<file path="src/rtl/ldspec_pkg.sv">
package ldspec_pkg;

    // Where an insert lands this cycle
    typedef enum logic [1:0] {
        SRC_NONE,   // no insert
        SRC_REUSE,  // tag already live: overwrite that entry
        SRC_FREE,   // lowest invalid entry
        SRC_EVICT   // table full: round-robin victim
    } slot_src_e;

endpackage

</file>
<file path="src/rtl/ldspec_match.sv">
module ldspec_match #(
    parameter int N      = 8,
    parameter int TAG_W  = 7,
    parameter int ADDR_W = 32,
    parameter int GRAN   = 3
) (
    input  logic [N-1:0]             vld,
    input  logic [N-1:0][TAG_W-1:0]  tags,
    input  logic [N-1:0][ADDR_W-1:0] addrs,
    input  logic [TAG_W-1:0]         chk_tag,
    input  logic [TAG_W-1:0]         ins_tag,
    input  logic [ADDR_W-1:0]        st_addr,
    output logic [N-1:0]             chk_hit_v,
    output logic [N-1:0]             ins_hit_v,
    output logic [N-1:0]             st_hit_v
);
    localparam int BLK_W = ADDR_W - GRAN;

    for (genvar e = 0; e < N; e++) begin : g_ent
        logic [BLK_W-1:0] ent_blk;
        logic [BLK_W-1:0] st_blk;
        assign ent_blk      = addrs[e][ADDR_W-1:GRAN];
        assign st_blk       = st_addr[ADDR_W-1:GRAN];
        assign chk_hit_v[e] = vld[e] && (tags[e] == chk_tag);
        assign ins_hit_v[e] = vld[e] && (tags[e] == ins_tag);
        assign st_hit_v[e]  = vld[e] && (ent_blk == st_blk);
    end

endmodule

</file>
<file path="src/rtl/ldspec_alloc.sv">
module ldspec_alloc
    import ldspec_pkg::*;
#(
    parameter int N = 8,
    localparam int IDX_W = (N > 1) ? $clog2(N) : 1
) (
    input  logic             clk,
    input  logic             rst_n,
    input  logic             ins_valid,
    input  logic [N-1:0]     vld,
    input  logic [N-1:0]     ins_hit_v,
    output logic [IDX_W-1:0] slot,
    output slot_src_e        src
);
    logic [IDX_W-1:0] rr_q;
    logic [IDX_W-1:0] free_idx;
    logic [IDX_W-1:0] reuse_idx;
    logic             free_found;

    always_comb begin
        free_found = 1'b0;
        free_idx   = '0;
        reuse_idx  = '0;
        for (int e = N - 1; e >= 0; e--) begin
            if (!vld[e]) begin
                free_found = 1'b1;
                free_idx   = IDX_W'(e);
            end
            if (ins_hit_v[e]) reuse_idx = IDX_W'(e);
        end
    end

    always_comb begin
        if (!ins_valid)      src = SRC_NONE;
        else if (|ins_hit_v) src = SRC_REUSE;
        else if (free_found) src = SRC_FREE;
        else                 src = SRC_EVICT;
    end

    always_comb begin
        unique case (src)
            SRC_REUSE: slot = reuse_idx;
            SRC_FREE:  slot = free_idx;
            SRC_EVICT: slot = rr_q;
            default:   slot = '0;
        endcase
    end

    always_ff @(posedge clk) begin
        if (!rst_n)                rr_q <= '0;
        else if (src == SRC_EVICT) rr_q <= (rr_q == IDX_W'(N - 1)) ? '0 : rr_q + 1'b1;
    end


    rr_advance_chk: assert property (@(posedge clk) disable iff (!rst_n)
        (src == SRC_EVICT) |=> rr_q == (($past(rr_q) == IDX_W'(N - 1)) ? '0 : $past(rr_q) + 1'b1));


    rr_hold_chk: assert property (@(posedge clk) disable iff (!rst_n)
        (src != SRC_EVICT) |=> $stable(rr_q));

endmodule

</file>
<file path="src/rtl/ldspec_table.sv">
module ldspec_table
    import ldspec_pkg::*;
#(
    parameter int N      = 8,
    parameter int TAG_W  = 7,
    parameter int ADDR_W = 32,
    parameter int GRAN   = 3,
    localparam int IDX_W = (N > 1) ? $clog2(N) : 1
) (
    input  logic              clk,
    input  logic              rst_n,
    input  logic              ins_valid,
    input  logic [TAG_W-1:0]  ins_tag,
    input  logic [ADDR_W-1:0] ins_addr,
    input  logic              st_valid,
    input  logic [ADDR_W-1:0] st_addr,
    input  logic              chk_valid,
    input  logic [TAG_W-1:0]  chk_tag,
    input  logic [ADDR_W-1:0] chk_addr,
    input  logic              chk_clear,
    output logic              rsp_valid,
    output logic              rsp_hit,
    output logic              rsp_reload,
    output logic [ADDR_W-1:0] rsp_addr
);
    logic [N-1:0]             vld_q, vld_d;
    logic [N-1:0][TAG_W-1:0]  tag_q;
    logic [N-1:0][ADDR_W-1:0] addr_q;
    logic [N-1:0]             chk_hit_v, ins_hit_v, st_hit_v;
    logic [IDX_W-1:0]         slot;
    slot_src_e                src;

    ldspec_match #(.N(N), .TAG_W(TAG_W), .ADDR_W(ADDR_W), .GRAN(GRAN)) u_match (
        .vld       (vld_q),
        .tags      (tag_q),
        .addrs     (addr_q),
        .chk_tag   (chk_tag),
        .ins_tag   (ins_tag),
        .st_addr   (st_addr),
        .chk_hit_v (chk_hit_v),
        .ins_hit_v (ins_hit_v),
        .st_hit_v  (st_hit_v)
    );

    ldspec_alloc #(.N(N)) u_alloc (
        .clk       (clk),
        .rst_n     (rst_n),
        .ins_valid (ins_valid),
        .vld       (vld_q),
        .ins_hit_v (ins_hit_v),
        .slot      (slot),
        .src       (src)
    );

    // Update order: store snoop, then clear-on-check, then insert write
    always_comb begin
        vld_d = vld_q;
        for (int e = 0; e < N; e++) begin
            if (st_valid && st_hit_v[e])                 vld_d[e] = 1'b0;
            if (chk_valid && chk_clear && chk_hit_v[e])  vld_d[e] = 1'b0;
        end
        if (src != SRC_NONE) vld_d[slot] = 1'b1;
    end

    always_ff @(posedge clk) begin
        if (!rst_n) vld_q <= '0;
        else        vld_q <= vld_d;
    end

    always_ff @(posedge clk) begin
        if (src != SRC_NONE) begin
            tag_q[slot]  <= ins_tag;
            addr_q[slot] <= ins_addr;
        end
    end

    always_ff @(posedge clk) begin
        if (!rst_n) begin
            rsp_valid  <= 1'b0;
            rsp_hit    <= 1'b0;
            rsp_reload <= 1'b0;
            rsp_addr   <= '0;
        end else begin
            rsp_valid  <= chk_valid;
            rsp_hit    <= chk_valid && (|chk_hit_v);
            rsp_reload <= chk_valid && !(|chk_hit_v);
            rsp_addr   <= chk_addr;
        end
    end


    tag_unique_chk: assert property (@(posedge clk) disable iff (!rst_n)
        $onehot0(ins_hit_v));


    rsp_follow_chk: assert property (@(posedge clk) disable iff (!rst_n)
        chk_valid |=> rsp_valid);


    rsp_quiet_chk: assert property (@(posedge clk) disable iff (!rst_n)
        !chk_valid |=> !rsp_valid);


    ins_survive_chk: assert property (@(posedge clk) disable iff (!rst_n)
        ins_valid |=> vld_q[$past(slot)]);


    store_kill_chk: assert property (@(posedge clk) disable iff (!rst_n)
        (st_valid && !ins_valid) |=> ((vld_q & $past(st_hit_v)) == '0));


    clear_kill_chk: assert property (@(posedge clk) disable iff (!rst_n)
        (chk_valid && chk_clear && !ins_valid) |=> ((vld_q & $past(chk_hit_v)) == '0));

endmodule

</file>
<file path="config.mk">
export PLATFORM = sky130hd
export DESIGN_NAME = ldspec_table
export DESIGN_NICKNAME = d
export VERILOG_FILES = /design/src/rtl/ldspec_pkg.sv /design/src/rtl/ldspec_match.sv /design/src/rtl/ldspec_alloc.sv /design/src/rtl/ldspec_table.sv
export SDC_FILE = /design/constraint.sdc
export NUM_CORES = 1
export LEC_CHECK = 0
export BUFFER_PORTS_ARGS = -buffer_cell sky130_fd_sc_hd__clkbuf_2
export CORE_MARGIN = 4
export CORE_UTILIZATION = 40
export CTS_CLUSTER_DIAMETER = 120
export DETAILED_ROUTE_END_ITERATION = 16
export GPL_TIMING_DRIVEN = 0
export HOLD_SLACK_MARGIN = 0.12
export PLACE_DENSITY = 0.65
export SLEW_MARGIN = 10
export SYNTH_ARGS = -nofsm -noshare
export SYNTH_HDL_FRONTEND = slang
export SYNTH_SLANG_ARGS = --single-unit
</file>
<file path="constraint.sdc">
create_clock -name clk -period 8.5 [get_ports clk]
set_input_delay 1.7 -clock clk [delete_from_list [all_inputs] [get_ports clk]]
set_output_delay 1.7 -clock clk [all_outputs]
set_load 0.01 [all_outputs]
</file>
Word level (Yosys, flattened, before mapping)
Cells that the tools add are included.

$add $sub $neg: 1. Order comparisons: 2. Equal/unequal tests: 28. Mux-type cells: 54. Bitwise gates (word level): 1. Reduce and logical (&&, ||, !) cells: 48.

Operator list (count): $bwmux 256 (1); $eq 29x29->1 (8); $eq 7x7->1 (16); $demux 32 s3 (1); $bwmux 56 (1); $mux 3 (17); $logic_and 1x1->1 (44); $mux 32 (1); $mux 1 (26); $demux 7 s3 (1); $reduce_or 8->1 (2); $pmux 3 s3 (1); $mux 8 (1); $or 8x8->8 (1); $mux 7 (1); $eq 2x2->1 const B (2); $lt 3x4->1 const B (1); $mux 2 (2); $add 3x1->3 const B (1); $demux 1 s3 (1); $eq 3x3->1 const B (1); $ge 3x1->1 const B (1); $eq 2x1->1 const B (1); $reduce_bool 2->1 (1); $logic_not 1->1 (1).

Register bits after elaboration: 358. Bits of input ports: 116. Output and inout port bits: 35. Word-level logic and storage cells: 156.

Depth between registers and ports, before layout
Depth in word-level cells: 19. Mapped depth: 9. Mapped depth without buffers: 7.

Cells and area by module
A second synthesis with hierarchy kept.

Cell total of the unflattened synthesis: 1012. Area, all modules: 15315.9 sq um.

Modules (own cells, without submodules): ldspec_table (instances 1, cells an instance 440, area each 10795.4 sq um, sequential area each 10229.8 sq um); ldspec_match (instances 1, cells an instance 519, area each 4149.0 sq um, sequential area each 0.0 sq um); ldspec_alloc (instances 1, cells an instance 53, area each 371.6 sq um, sequential area each 60.1 sq um).

Worst setup path after synthesis
No wires, ideal clock.

Path kind: input to register. From: input port ins_tag[6]. To: register addr_q[10] (netlist bit) (enable). Library setup time: 0.532 ns. Arrival time: 6.948 ns. Data required time: 7.968 ns. Setup slack: 1.020 ns. Stages on the path: 8. Path through: buf_4 xor2_1 nor4_2 nand4_1 a21bo_2 a211oi_2 o32ai_4 nor4b_1.

Word-level cells in the longest chain between the ends: 6.

RTL lines: from (decl) (RTL line ldspec_table.sv:13) `input logic [TAG_W-1:0] ins_tag,`; $eq 7x7->1 (RTL line ldspec_match.sv:25) `assign ins_hit_v[e] = vld[e] && (tags[e] == ins_tag);`; $logic_and 1x1->1 (RTL line ldspec_match.sv:25); $reduce_or 8->1 * (RTL line ldspec_alloc.sv:35) `else if (|ins_hit_v) src = SRC_REUSE;`; $mux 2 * (RTL line ldspec_alloc.sv:35); $mux 2 * (RTL line ldspec_alloc.sv:34) `if (!ins_valid) src = SRC_NONE;`; $reduce_bool 2->1 * (RTL line ldspec_table.sv:71) `if (src != SRC_NONE) begin`; to (signal, indexed assignment) (RTL line ldspec_table.sv:73) `addr_q[slot] <= ins_addr;`; to (decl) (RTL line ldspec_table.sv:28) `logic [N-1:0][ADDR_W-1:0] addr_q;`.

Mark *: on every way between the ends. The rest lies on a longest branch, timed or not. A chain may end at the register's enable or synchronous reset.

Worst setup path after layout
From: input port ins_tag[3]. To: register addr_q[131] (netlist bit) (enable).

Same word-level chain as after synthesis.

==> impl_metrics.csv <==
group,metric,value,unit
setup_path,cp-end-kind,"register",
grt,grt_pass1_wl,54390,um
setup_path,reg2reg_to,"addr_q[131]",
route,wl_per_cell,22.98,um
clock_tree,clkTransAtPathRegs,50,ps
sta,period_share,62.78,%
power_and_ir_drop,leakage,0.005661,uW
setup_path,worstRegToRegCells,10,
floorplanning,die-area,39120,um^2
route,dr.first_iter.drc_count,505,
finish,drive_above_1_share,17.98,%
floorplanning,die_h,197.8,um
setup_path,ff2ff_setup_slack,4340,ps
synthesis,synth-edff-count,288,
synthesis,yosys_warnings,0,
placed_design,placed_cell_area,15850,um^2
grt,antenna_found_initial,1,
grt,grt_pass1_vias,8486,
clock_tree,root_buffer,"clkbuf_16",
floorplanning,start_util,40.51,%
grt,grt_overflow,0,
synthesis,ys_types,49,
route,drt-total-wl,37680,um
status,outcome,"finished, final reports clean",
floorplanning,rows,69,
synthesis,postSynthAreaPerCell,14.73,um^2
synthesis,seq_area_frac_synth,66.42,%
setup_path,slowest_delay,700,ps
setup_path,crit_start,"ins_tag[3]",
synthesis,synthTopCellsByArea,"edfxtp_1 (60%), xnor2_1 (13%), xor2_1 (7.2%), dfxtp_1 (6.4%), nand4_1 (2.9%)",
placed_design,io_buffers,106,
route,route.detailed.drc,0,
synthesis,synth_ff_type,"edfxtp_1",
clock_tree,cts_tree,"done",
route,via_per_inst,5.232,
route,first_pass_iters,6,
finish,final_common_cell,"edfxtp_1",
synthesis,synthesis.nets,1096,
route,vias,8581,
min_path,min-delay-start,"u_alloc.rr_q[0]",
setup_path,crit_path_start_kind,"primary input",
finish,fin_area,17010,um^2
finish,n_antenna_cell,0,
power_and_ir_drop,power,3659,uW
sta,skew,20.55,ps
sta,relSlewSlack,37.61,%
clock_tree,cts_resized,0,
clock_tree,cts.sinks,334,
min_path,hold_end,"u_alloc.rr_q[0]",
setup_path,cp.required,8730,ps
synthesis,yosys.area.top_type,"edfxtp_1",
sta,tightest_slew,935.9,ps
synthesis,syn_area,14410,um^2
min_path,hold_class,"register to register",
synthesis,ys_ff_latch,334,
route,ant_nets,0,
placed_design,gp_congestion,0.8172,
power_and_ir_drop,ir_worst_vdd,0.0001482,V
setup_path,crit_arrival,5560,ps
floorplanning,die_w,197.8,um
setup_path,crit_type,"primary input to register",
clock_tree,cts_buffers,37,
setup_path,worstReg2RegStart,"tag_q[36]",
setup_path,path_cells,"clkbuf_2 -> buf_4 -> xor2_1 -> nor4_1 -> nand4_1 -> nor4b_4 -> a21boi_1 -> nand2_1 -> nor3_2 -> buf_6 -> buf_6 -> buf_4",
setup_path,cp.buffers_inverters,5,
sta,rsz0062_at_grt,"false",
sta,setup_viol,0,
clock_tree,postCtsSetupBuffers,0,
sta,finalHoldViolations,0,
synthesis,yosysTopAreaCellShare,60.03,%
setup_path,critPathTopFamily,"simple AND/OR/NAND/NOR gates",
flow_run,cap_violations,0,
grt,grt_max_degree,30,
finish,final_cell_mix,"edfxtp_1 (288), xnor2_1 (222), xor2_1 (119), clkbuf_2 (106), nand4_1 (66)",
placed_design,dp_hpwl,27270,um
sta,clock.fmax,187.4,MHz
finish,layout.nets,1272,
power_and_ir_drop,power.density,215.1,nW/um^2
floorplanning,coreArea,35570,um^2
floorplanning,num_io_pins,151,
min_path,whs_path_depth,2,
clock_tree,hold_buffers,0,
synthesis,async_flop_share,0,%
finish,areaGrowthSynthToFinish,18.07,%
sta,finalMaxSlewViolations,0,
setup_path,crit_fanout,11,
clock_tree,ctsHtreeMaxLevel,2,
clock_tree,clock_latency,530,ps
setup_path,crit_path_top_delay_cell,"nor3_2",
synthesis,syn_inst,978,
clock_tree,clockBufferDepth,3,
sta,min_period,5337,ps
grt,track_usage,18.74,%
[cells by family after synthesis]
family / after synthesis / share of synthesized area [%]
AO/OA/AOI/OAI: 40 / 2.406
adder cells (fa/ha/maj): 2 / 0.1737
flip-flops: 334 / 66.42
XOR/XNOR: 341 / 20.73
multiplexers: 2 / 0.1390
AND/OR/NAND/NOR: 203 / 8.363
buffers and inverters: 56 / 1.772
[how the worst max path moves through the flow]
| stage | to | cells after the start | slack, ps |
|---|---|---|---|
| finish | addr_q[131] | 12 | 3160 |
| global route | addr_q[131] | 12 | 2980 |
| CTS | addr_q[131] | 12 | 3220 |
| detailed placement | addr_q[131] | 12 | 2670 |
| global placement | addr_q[18] | 9 | -2520 |
| floorplan | addr_q[10] | 8 | 1020 |
[synth_stat cells (2+ instances only)]
cell type  count
edfxtp_1     288
xnor2_1      222
xor2_1       119
nand4_1       66
dfxtp_1       46
clkbuf_1      41
nor4_1        35
and2_1        33
nor2_1        23
nand2_1       12
nor3_1        11
nand3_1        9
a21oi_1        7
inv_1          6
a31o_1         5
o21ai_0        5
buf_4          4
buf_6          4
o311ai_0       4
nor4_2         3
a311oi_1       2
and3_1         2
ha_1           2
mux2i_1        2
o2111ai_1      2
o32ai_2        2
[cell type report]
type	count	area, um^2
buffer	50	232.7
clock buffer	44	973.4
clock inverter	20	191.4
fill	3114	18560
inverter	6	22.52
multi-input combinational	588	4621
sequential	334	9569
tap	461	576.8
timing repair buffer	137	824.5
[where the power goes]
| group | internal [uW] | switching (uW) |
|---|---|---|
| logic | 103 | 168 |
| clock network | 911 | 639 |
| registers | 1820 | 16.4 |
[tightest hold or removal path, stage by stage (launching register included)]
cell	delay, ps
dfxtp_1	340
nand2_1	70
a21oi_1	60
[through the flow]
stage | cells | setup WS (ps) | hold slack [ps] | utilization, % | TNS (ps)
after floorplan | 978 | 1020 | 461.6 | - | 0
after global placement | 1545 | -2519 | 483.4 | 43.62 | -164540
after detailed placement | 1576 | 2673 | 492.5 | 44.55 | 0
after CTS | 1640 | 3221 | 500.2 | 47.83 | 0
after global routing | 1640 | 2981 | 537.6 | 47.83 | 0
final | 1640 | 3163 | 505.7 | 47.83 | 0
[state kept, by name, summed over array words and instances (netlist names)]
register	flops
u_alloc.rr_q	3
rsp_addr	32
vld_q	8
rsp_valid	1
tag_q	56
rsp_hit	1
addr_q	232
rsp_reload	1
[metal layers]
layer | wire, um | global-route usage [%] | share of wire (%) | up-vias
met5 | 13 | 0 | 0.034 | -
met2 | 18600 | 32.17 | 49 | 345
met3 | 2551 | 2.569 | 6.8 | 50
met1 | 15780 | 25.55 | 42 | 4288
met4 | 739 | 4.132 | 2.0 | 2
li1 | - | - | - | 3896
Note: power is estimated with default switching activity, not from simulation.
